===== src/rtl/inbox_pkg.sv =====
package inbox_pkg;

    localparam logic [7:0] OFF_POP_BASE = 8'h80;
    localparam logic [7:0] OFF_PEEK     = 8'h90;
    localparam logic [7:0] OFF_SENDER   = 8'h94;
    localparam logic [7:0] OFF_STATUS   = 8'h98;
    localparam logic [7:0] OFF_CONFIG   = 8'h9C;

    localparam int STAT_FULL_BIT  = 31;
    localparam int STAT_EMPTY_BIT = 30;
    localparam int CFG_EN_BIT     = 0;
    localparam int CFG_PEND_BIT   = 4;

    typedef enum logic [2:0] {
        SEL_NONE,
        SEL_POP,
        SEL_PEEK,
        SEL_ZERO,
        SEL_STATUS,
        SEL_CONFIG
    } reg_sel_e;

    typedef struct packed {
        logic full;
        logic empty;
    } q_flags_t;

    function automatic reg_sel_e decode_offset(input logic [7:0] off);
        reg_sel_e s;
        s = SEL_NONE;
        if (off[7:4] == OFF_POP_BASE[7:4] && off[1:0] == 2'b00)
            s = SEL_POP;
        else if (off == OFF_PEEK)
            s = SEL_PEEK;
        else if (off == OFF_SENDER)
            s = SEL_ZERO;
        else if (off == OFF_STATUS)
            s = SEL_STATUS;
        else if (off == OFF_CONFIG)
            s = SEL_CONFIG;
        return s;
    endfunction

endpackage


===== src/rtl/inbox_queue.sv =====
module inbox_queue
    import inbox_pkg::*;
#(
    parameter int              DEPTH   = 8,
    parameter int              DATA_W  = 32,
    parameter logic [DATA_W-1:0] INVALID = '1,
    parameter int              CNT_W   = $clog2(DEPTH + 1)
) (
    input  logic              clk,
    input  logic              rst,
    input  logic              pop_i,
    input  logic              push_i,
    input  logic [DATA_W-1:0] push_data_i,
    output logic [DATA_W-1:0] head_o,
    output logic [CNT_W-1:0]  count_o,
    output q_flags_t          flags_o
);

    localparam logic [CNT_W-1:0] DEPTH_C = CNT_W'(DEPTH);

    logic [DATA_W-1:0] slot_q [DEPTH];
    logic [DATA_W-1:0] slot_d [DEPTH];
    logic [CNT_W-1:0]  cnt_q;
    logic [CNT_W-1:0]  cnt_d;
    logic [CNT_W-1:0]  wr_idx;
    logic              pop_eff;
    logic              push_ok;

    assign flags_o.empty = (cnt_q == '0);
    assign flags_o.full  = (cnt_q == DEPTH_C);
    assign pop_eff       = pop_i && !flags_o.empty;
    assign push_ok       = push_i && (!flags_o.full || pop_eff);
    assign wr_idx        = pop_eff ? cnt_q - 1'b1 : cnt_q;

    always_comb begin
        cnt_d = cnt_q;
        if (push_ok && !pop_eff)
            cnt_d = cnt_q + 1'b1;
        else if (pop_eff && !push_ok)
            cnt_d = cnt_q - 1'b1;
    end

    for (genvar i = 0; i < DEPTH; i++) begin : g_slot
        logic [DATA_W-1:0] shifted;
        if (i == DEPTH - 1) begin : g_top
            assign shifted = INVALID;
        end else begin : g_mid
            assign shifted = slot_q[i+1];
        end

        always_comb begin
            slot_d[i] = pop_eff ? shifted : slot_q[i];
            if (push_ok && wr_idx == CNT_W'(i))
                slot_d[i] = push_data_i;
        end
    end

    always_ff @(posedge clk) begin
        if (rst) begin
            cnt_q <= '0;
            for (int k = 0; k < DEPTH; k++)
                slot_q[k] <= INVALID;
        end else begin
            cnt_q <= cnt_d;
            for (int k = 0; k < DEPTH; k++)
                slot_q[k] <= slot_d[k];
        end
    end

    assign head_o  = slot_q[0];
    assign count_o = cnt_q;

    // a push into a full queue without a pop leaves it full
    a_r9_drop_when_full: assert property (@(posedge clk) disable iff (rst)
        (flags_o.full && push_i && !pop_i) |=> (cnt_q == DEPTH_C && $stable(slot_q[0])));

    // the top slot is refilled with the marker whenever it is unused
    a_r8_top_refill: assert property (@(posedge clk) disable iff (rst)
        !flags_o.full |-> (slot_q[DEPTH-1] == INVALID));

    // popping an empty queue without a push keeps it empty
    a_r1_empty_pop_holds: assert property (@(posedge clk) disable iff (rst)
        (flags_o.empty && pop_i && !push_i) |=> (cnt_q == '0));

    // simultaneous pop and push on a non-empty queue keep the level
    a_r11_level_kept: assert property (@(posedge clk) disable iff (rst)
        (!flags_o.empty && pop_i && push_i) |=> $stable(cnt_q));

    // reset empties the queue
    a_r7_reset_clears: assert property (@(posedge clk)
        rst |=> (cnt_q == '0 && slot_q[0] == INVALID));

endmodule


===== src/rtl/inbox_regs.sv =====
module inbox_regs
    import inbox_pkg::*;
#(
    parameter int              DATA_W  = 32,
    parameter logic [DATA_W-1:0] INVALID = '1,
    parameter int              CNT_W   = 4
) (
    input  logic              clk,
    input  logic              rst,
    input  logic [7:0]        off_i,
    input  logic              rd_i,
    input  logic              wr_i,
    input  logic [DATA_W-1:0] wdata_i,
    input  logic [DATA_W-1:0] head_i,
    input  logic [CNT_W-1:0]  count_i,
    input  q_flags_t          flags_i,
    output logic              pop_o,
    output logic [DATA_W-1:0] rdata_o,
    output logic              irq_o
);

    reg_sel_e          sel;
    logic              en_q;
    logic [DATA_W-1:0] status_w;
    logic [DATA_W-1:0] config_w;
    logic              pending;

    assign sel     = decode_offset(off_i);
    assign pending = !flags_i.empty;
    assign pop_o   = rd_i && (sel == SEL_POP);

    always_comb begin
        status_w                 = '0;
        status_w[7:0]            = 8'(count_i);
        status_w[STAT_FULL_BIT]  = flags_i.full;
        status_w[STAT_EMPTY_BIT] = flags_i.empty;
    end

    always_comb begin
        config_w               = '0;
        config_w[CFG_EN_BIT]   = en_q;
        config_w[CFG_PEND_BIT] = pending;
    end

    always_comb begin
        rdata_o = '0;
        if (rd_i) begin
            unique case (sel)
                SEL_POP:    rdata_o = flags_i.empty ? INVALID : head_i;
                SEL_PEEK:   rdata_o = head_i;
                SEL_STATUS: rdata_o = status_w;
                SEL_CONFIG: rdata_o = config_w;
                default:    rdata_o = '0;
            endcase
        end
    end

    always_ff @(posedge clk) begin
        if (rst)
            en_q <= 1'b0;
        else if (wr_i && sel == SEL_CONFIG)
            en_q <= wdata_i[CFG_EN_BIT];
    end

    assign irq_o = en_q && pending;

    // a config write loads the enable from write-data bit 0
    a_r6_cfg_write: assert property (@(posedge clk) disable iff (rst)
        (wr_i && sel == SEL_CONFIG) |=> (en_q == $past(wdata_i[CFG_EN_BIT])));

    // the enable changes only through a config write
    a_r6_en_hold: assert property (@(posedge clk) disable iff (rst)
        !(wr_i && sel == SEL_CONFIG) |=> $stable(en_q));

    // full and empty are never reported together
    a_r3_flags_exclusive: assert property (@(posedge clk) disable iff (rst)
        !(flags_i.full && flags_i.empty));

    // the interrupt never fires without waiting data
    a_r5_irq_needs_data: assert property (@(posedge clk) disable iff (rst)
        irq_o |-> (count_i != '0));

endmodule


===== src/rtl/inbox_mailbox.sv =====
module inbox_mailbox
    import inbox_pkg::*;
#(
    parameter int          DEPTH   = 8,
    parameter int          ADDR_W  = 12,
    parameter logic [31:0] INVALID = 32'hFFFF_FFFF
) (
    input  logic              clk,
    input  logic              rst,
    input  logic [ADDR_W-1:0] bus_addr,
    input  logic              bus_rd,
    input  logic              bus_wr,
    input  logic [31:0]       bus_wdata,
    output logic [31:0]       bus_rdata,
    input  logic              push_valid,
    input  logic [31:0]       push_data,
    output logic              irq
);

    localparam int DATA_W = 32;
    localparam int CNT_W  = $clog2(DEPTH + 1);

    logic [DATA_W-1:0] head;
    logic [CNT_W-1:0]  count;
    q_flags_t          flags;
    logic              pop;

    inbox_queue #(
        .DEPTH   (DEPTH),
        .DATA_W  (DATA_W),
        .INVALID (INVALID),
        .CNT_W   (CNT_W)
    ) u_queue (
        .clk         (clk),
        .rst         (rst),
        .pop_i       (pop),
        .push_i      (push_valid),
        .push_data_i (push_data),
        .head_o      (head),
        .count_o     (count),
        .flags_o     (flags)
    );

    inbox_regs #(
        .DATA_W  (DATA_W),
        .INVALID (INVALID),
        .CNT_W   (CNT_W)
    ) u_regs (
        .clk     (clk),
        .rst     (rst),
        .off_i   (bus_addr[7:0]),
        .rd_i    (bus_rd),
        .wr_i    (bus_wr),
        .wdata_i (bus_wdata),
        .head_i  (head),
        .count_i (count),
        .flags_i (flags),
        .pop_o   (pop),
        .rdata_o (bus_rdata),
        .irq_o   (irq)
    );

endmodule


===== config.mk =====
export PLATFORM = sky130hd
export DESIGN_NAME = inbox_mailbox
export DESIGN_NICKNAME = d
export VERILOG_FILES = /design/src/rtl/inbox_pkg.sv /design/src/rtl/inbox_queue.sv /design/src/rtl/inbox_regs.sv /design/src/rtl/inbox_mailbox.sv
export SDC_FILE = /design/constraint.sdc
export NUM_CORES = 1
export LEC_CHECK = 0
export BUFFER_PORTS_ARGS = -buffer_cell sky130_fd_sc_hd__buf_2
export CORE_MARGIN = 2
export CORE_UTILIZATION = 49
export DETAILED_ROUTE_END_ITERATION = 16
export PLACE_DENSITY = 0.68
export SYNTH_ARGS = -nofsm -noshare
export SYNTH_HDL_FRONTEND = slang
export SYNTH_SLANG_ARGS = --single-unit

===== constraint.sdc =====
create_clock -name clk -period 6.4 [get_ports clk]
set_input_delay 0.32 -clock clk [delete_from_list [all_inputs] [get_ports clk]]
set_output_delay 0.32 -clock clk [all_outputs]
set_load 0.01 [all_outputs]

== After elaboration in Yosys (flattened, before gate mapping) ==
Memory sizes are Yosys's and may differ from the RTL's.
Index checks and enable logic that the tools add are counted.
Storage, ports and cells
  memories kept: 1
  output and inout port bits: 33
  flip-flop bits (word level): 5
  RAM bits: 256
  logic and storage cells: 93
  input port bits: 81
Cells by class
  equal/unequal tests: 17
  bitwise operators: 8
  add/subtract/negate cells: 2
  muxes and demuxes: 38
  reductions and logical operators: 25
Memory list
  u_queue.slot_q: words 8, width 32, read ports 8, clocked after Yosys merged registers in 0, wr ports 8, RTL line inbox_queue.sv:21  | logic [DATA_W-1:0] slot_q [DEPTH];
Operators with widths (count)
  $mux 32: 26
  $pmux 32 s4: 1
  $eq 8x8->1 const B: 4
  $eq 4x3->1 const B: 4
  $logic_and 1x1->1: 16
  $mux 3: 5
  $mux 4: 3
  $eq 4x2->1 const B: 2
  $eq 4x4->1 const B: 2
  $logic_not 4->1: 2
  $or 1x1->1: 8
  $eq 3x3->1 const B: 2
  $add 4x1->4 const B: 1
  $eq 4x1->1 const B: 1
  $logic_not 1->1: 4
  $sub 4x1->4 const B: 1
  $eq 3x1->1 const B: 1
  $eq 3x2->1 const B: 1
  $mux 1: 3
  $logic_not 2->1: 1
  $reduce_bool 2->1: 1
  $logic_or 1x1->1: 1

== Longest topological paths before layout ==
  depth in word-level cells: 15
  gate-level depth with buffers: 14
  depth with buffers taken out: 11

== Hierarchy ==
A second synthesis with hierarchy kept.
Unflattened totals
  cell total of the unflattened synthesis: 1313
  area, all modules: 12693.4 um^2
By module, submodules not included
  inbox_queue: cells an instance 1216, seq. area each 5205.0 um^2, times used 1, area an instance 12132.9 um^2
  inbox_regs: cells an instance 97, seq. area each 20.0 um^2, times used 1, area an instance 560.5 um^2

== Worst setup path after synthesis ==
No wires, ideal clock.
  path type: flip-flop to flip-flop
  from: register u_queue.cnt_q[0], in the netlist u_queue.count_o[0]
  to: register u_queue.cnt_q[3], in the netlist u_queue.count_o[3]
  data arrival time: 2.625 ns
  stages on the path, launching flop included: 15
  clock period less this slack: 2.752 ns
  required time: 6.272 ns
  buffers on the path: 3
  slack: 3.648 ns
  library setup time: 0.128 ns
  cell sequence: dfxtp_1 -> buf_2 -> inv_1 -> ha_1 -> nor3b_1 -> nor3_2 -> inv_2 -> buf_2 -> buf_2 -> ha_1 -> nand2_1 -> o32a_1 -> nor2_1 -> xnor2_1 -> nor2_1
On the way
  longest elaborated chain between the ends: 8
  elaborated cells between the ends (all ways): 16
  those cells by class: 2 x add/sub; 1 x eq/ne; 2 x mux; 11 x reduce/logical
Ends and longest elaborated chain
  start, declared: RTL line inbox_queue.sv:23  | logic [CNT_W-1:0] cnt_q;
  start signal, assigned: RTL line inbox_queue.sv:64  | cnt_q <= cnt_d;
  branches (longest 8 deep; another with $sub 4x1->4)
Several ways; the timed one is not identified. The select of a mux whose other input is x is not followed.
A chain may end at the register's enable or synchronous reset.

==> flow_summary.json <==
{
  "status": "finished, final reports clean",
  "crit_arrival_ns": 4.36,
  "cap_violations": 0,
  "synth-seq-cells": 261,
  "rsz0062_at_grt": "no",
  "grt_pass1_vias": 8671,
  "cpMaxStageDelayCell": "nand3b_1",
  "dp_hpwl_um": 14520,
  "hold_path_end": "u_regs.en_q",
  "crit_family": "buffers and inverters",
  "core_area_sq_um": 25840,
  "synth.cell_area_sq_um": 12810,
  "power.internal_uw": 2836,
  "clk_transition_reported_paths_ns": 0.06,
  "ys.flop_type": "dfxtp_1",
  "finalHoldViolCount": 0,
  "final_util": 0.5466,
  "yosysWarnings": 0,
  "p_per_area_nw_per_um2": 264.5,
  "nets": 1355,
  "p_comb_frac": 0.112,
  "regArea_sq_um": 5225,
  "power_frac_seq": 0.468,
  "hp-class": "in2reg",
  "rows": 59,
  "antenna_found_initial": 0,
  "avgSynthCellArea_sq_um": 10.29,
  "worstHoldStart": "bus_wdata[0]",
  "pin_count": 114,
  "syn_to_final_growth_pct": 10.23,
  "synthXorXnorAreaFrac": 0.003320,
  "drive_gt1_frac": 0.2896,
  "start_util": 0.4959,
  "drt_first_pass_iters": 4,
  "synth-adder-area-share": 0.003906,
  "slew_violations": 0,
  "cts_tree": "yes",
  "crit-reg2reg-capture": "u_queue.slot_q[0][110]",
  "post-route-period-util": 0.6103,
  "drc": 0,
  "holdPathStages": 3,
  "grt_usage": 0.1870,
  "routed_wl_um": 26210,
  "yosys.area_share.simple": 0.1071,
  "clock_path_buffers": 3,
  "postSynthCellCount": 1245,
  "synth_top_family_by_area": "multiplexers",
  "tightest_slew_ns": 1.303,
  "viasPerCell": 5.343,
  "r2r_cells": 10,
  "clock_sinks": 261,
  "place.port_buffers": 78,
  "postRouteAntennaNets": 0,
  "synth.area.mux_share": 0.3992,
  "die_h_um": 165.7,
  "num_vias": 8671,
  "critPathMaxStageDelay_ns": 0.69,
  "place.gp.congestion": 0.7642,
  "antenna_cells": 0,
  "synth_edf_count": 0,
  "synth_top_cells_by_count": "nor2_1, dfxtp_1, mux2i_1",
  "fillCellCount": 2302,
  "clk_latency_ns": 0.54,
  "slew_headroom": 0.1316,
  "cts_resized": 0,
  "drt-wirelength-per-cell_um": 16.15,
  "leakagePower_uw": 0.006066,
  "cts-htree-levels": 1,
  "gr-total-overflow": 0,
  "path_max_fanout": 38,
  "fp.dieW_um": 165.7,
  "worstPathRequired_ns": 6.85,
  "setup_viol": 0,
  "fin_skew_ns": 0.01033,
  "die_area_sq_um": 27460,
  "finalSetupTns_ns": 0,
  "swShare": 0.2409,
  "numCtsBuffers": 28,
  "async_flop_share": 0,
  "min_period_ns": 3.906,
  "p_clk_frac": 0.420,
  "hold_slack_ns": 0.02716,
  "synth.top_cell.area_share": 0.4078,
  "reg2reg_from": "u_queue.count_o[0]",
  "endpoint_kind": "flop",
  "crit_chain": "inv_1 -> ha_1 -> nor3b_1 -> nor3_4 -> inv_2 -> buf_4 -> o31a_1 -> nand3b_1 -> buf_4 -> mux2i_1",
  "multi_input_area_sq_um": 7010,
  "ir_worst_vdd_uv": 160.1,
  "fmax_mhz": 256.0,
  "grt_start_max_net_pins": 193,
  "r2r_setup_slack_ns": 2.49,
  "start_kind": "flop",
  "power_switching_uw": 899.7,
  "synth.most_common_cell": "nor2_1",
  "crit_top_cell": "buf_4",
  "synth_cell_types": 47,
  "drt_iter0_markers": 390,
  "synth-compound-area-share": 0.03193,
  "hold_buffers": 0,
  "synth.area.top_cells": "dfxtp_1, mux2i_1, mux2_2",
  "crit_buf_inv": 4,
  "yosysSeqAreaShare": 0.4078,
  "worst-setup-path-type": "reg2reg",
  "cts-root-buf": "clkbuf_16",
  "synth_fp_nets": 1330,
  "yosys.area.top_type": "dfxtp_1",
  "post_cts_buffers": 0,
  "grt_pass1_wl_um": 43730
}
==> state kept, by name, summed over array words and instances, names as in the netlist <==
register / count
u_regs.en_q: 1
u_queue.count_o: 4
u_queue.slot_q: 256
==> kinds of logic (layout without fill, tap and decap cells) <==
family | after synthesis | count (layout)
mux | 483 | 483
simple gates | 335 | 335
flops | 261 | 261
buf+inv | 103 | 146
compound gates | 55 | 55
fa+ha+maj | 4 | 4
xor+xnor | 4 | 4
==> power by group through the flow <==
stage	Clock, uW	Combinational (uW)	Sequential (uW)
CTS	1600	424	1750
global route	1680	459	1750
floorplan	0	349	1760
finish	1570	420	1750
global placement	0	412	1780
detailed placement	0	421	1780
==> cell usage in the layout (no fill, tap or decap), types with 2 or more instances in the layout <==
cell type  synthesis  layout
nor2_1           296     296
dfxtp_1          261     261
mux2i_1          259     259
mux2_2           224     224
buf_2             34      77
clkbuf_16          0      29
o21a_1            25      25
buf_4              9      13
clkbuf_8           0      12
o21ai_0            7       7
nand2_1            6       6
clkbuf_1          37       6
nand3b_1           5       5
a21oi_1            5       5
inv_1              4       4
nand3_1            4       4
ha_1               4       4
or3_1              3       3
a31oi_1            3       3
nor3b_1            4       2
nor3_1             3       2
and3_1             2       2
nor2b_1            2       2
a21bo_2            2       2
a311oi_1           2       2
nor3b_2            0       2
o311ai_0           2       2
nand3_2            2       2
xor2_1             2       2
buf_12             0       2
==> area by class of cell <==
cell class                 count  area share
multi-input combinational    881      0.4964
sequential                   261      0.3700
clock buffer                  46     0.06370
timing repair buffer          93     0.03801
tap                          335     0.02968
inverter                       5    0.001329
clock inverter                 2   0.0009745
==> worst reg2reg max path: stages (launching register included) <==
cell and delay, ns:
dfxtp_1 0.40, inv_1 0.26, ha_1 0.22, nor3b_1 0.54, nor3_4 0.11, inv_2 0.06
buf_4 0.49, o31a_1 0.24, nand3b_1 0.69, buf_4 0.55, mux2i_1 0.26
==> worst max path at each step <==
stage | from | end | slack (ns) | cells past startpoint
after floorplan | u_queue.count_o[0] | u_queue.count_o[3] | 3.65 | 14
after global placement | u_queue.count_o[0] | u_queue.slot_q[0][111] | 2.54 | 10
after detailed placement | u_queue.count_o[0] | u_queue.slot_q[0][110] | 2.50 | 10
after CTS | u_queue.count_o[0] | u_queue.slot_q[0][100] | 2.47 | 10
after global routing | u_queue.count_o[0] | u_queue.slot_q[0][110] | 2.21 | 10
final | u_queue.count_o[0] | u_queue.slot_q[0][110] | 2.49 | 10
==> per-stage QoR <==
step                total power, uW  instances  worst slack, ns  area, sq um
detailed placement             2203       1575            2.496        13210
floorplan                      2109       1245            3.648        12810
global placement               2191       1575            2.542        13210
finish                         3735       1623            2.494        14120
CTS                            3774       1623            2.470        14120
global route                   3893       1623            2.209        14120
==> layer usage <==
| metal | track usage | vias up | routed length (um) |
|---|---|---|---|
| met2 | 0.3397 | 86 | 12680 |
| met4 | 0.04008 | 0 | 368 |
| met1 | 0.2385 | 4205 | 12530 |
| met3 | 0.02174 | 30 | 636 |
| li1 | - | 4350 | - |
| met5 | 0 | - | 0 |
Power figures use the tool's default switching activity.
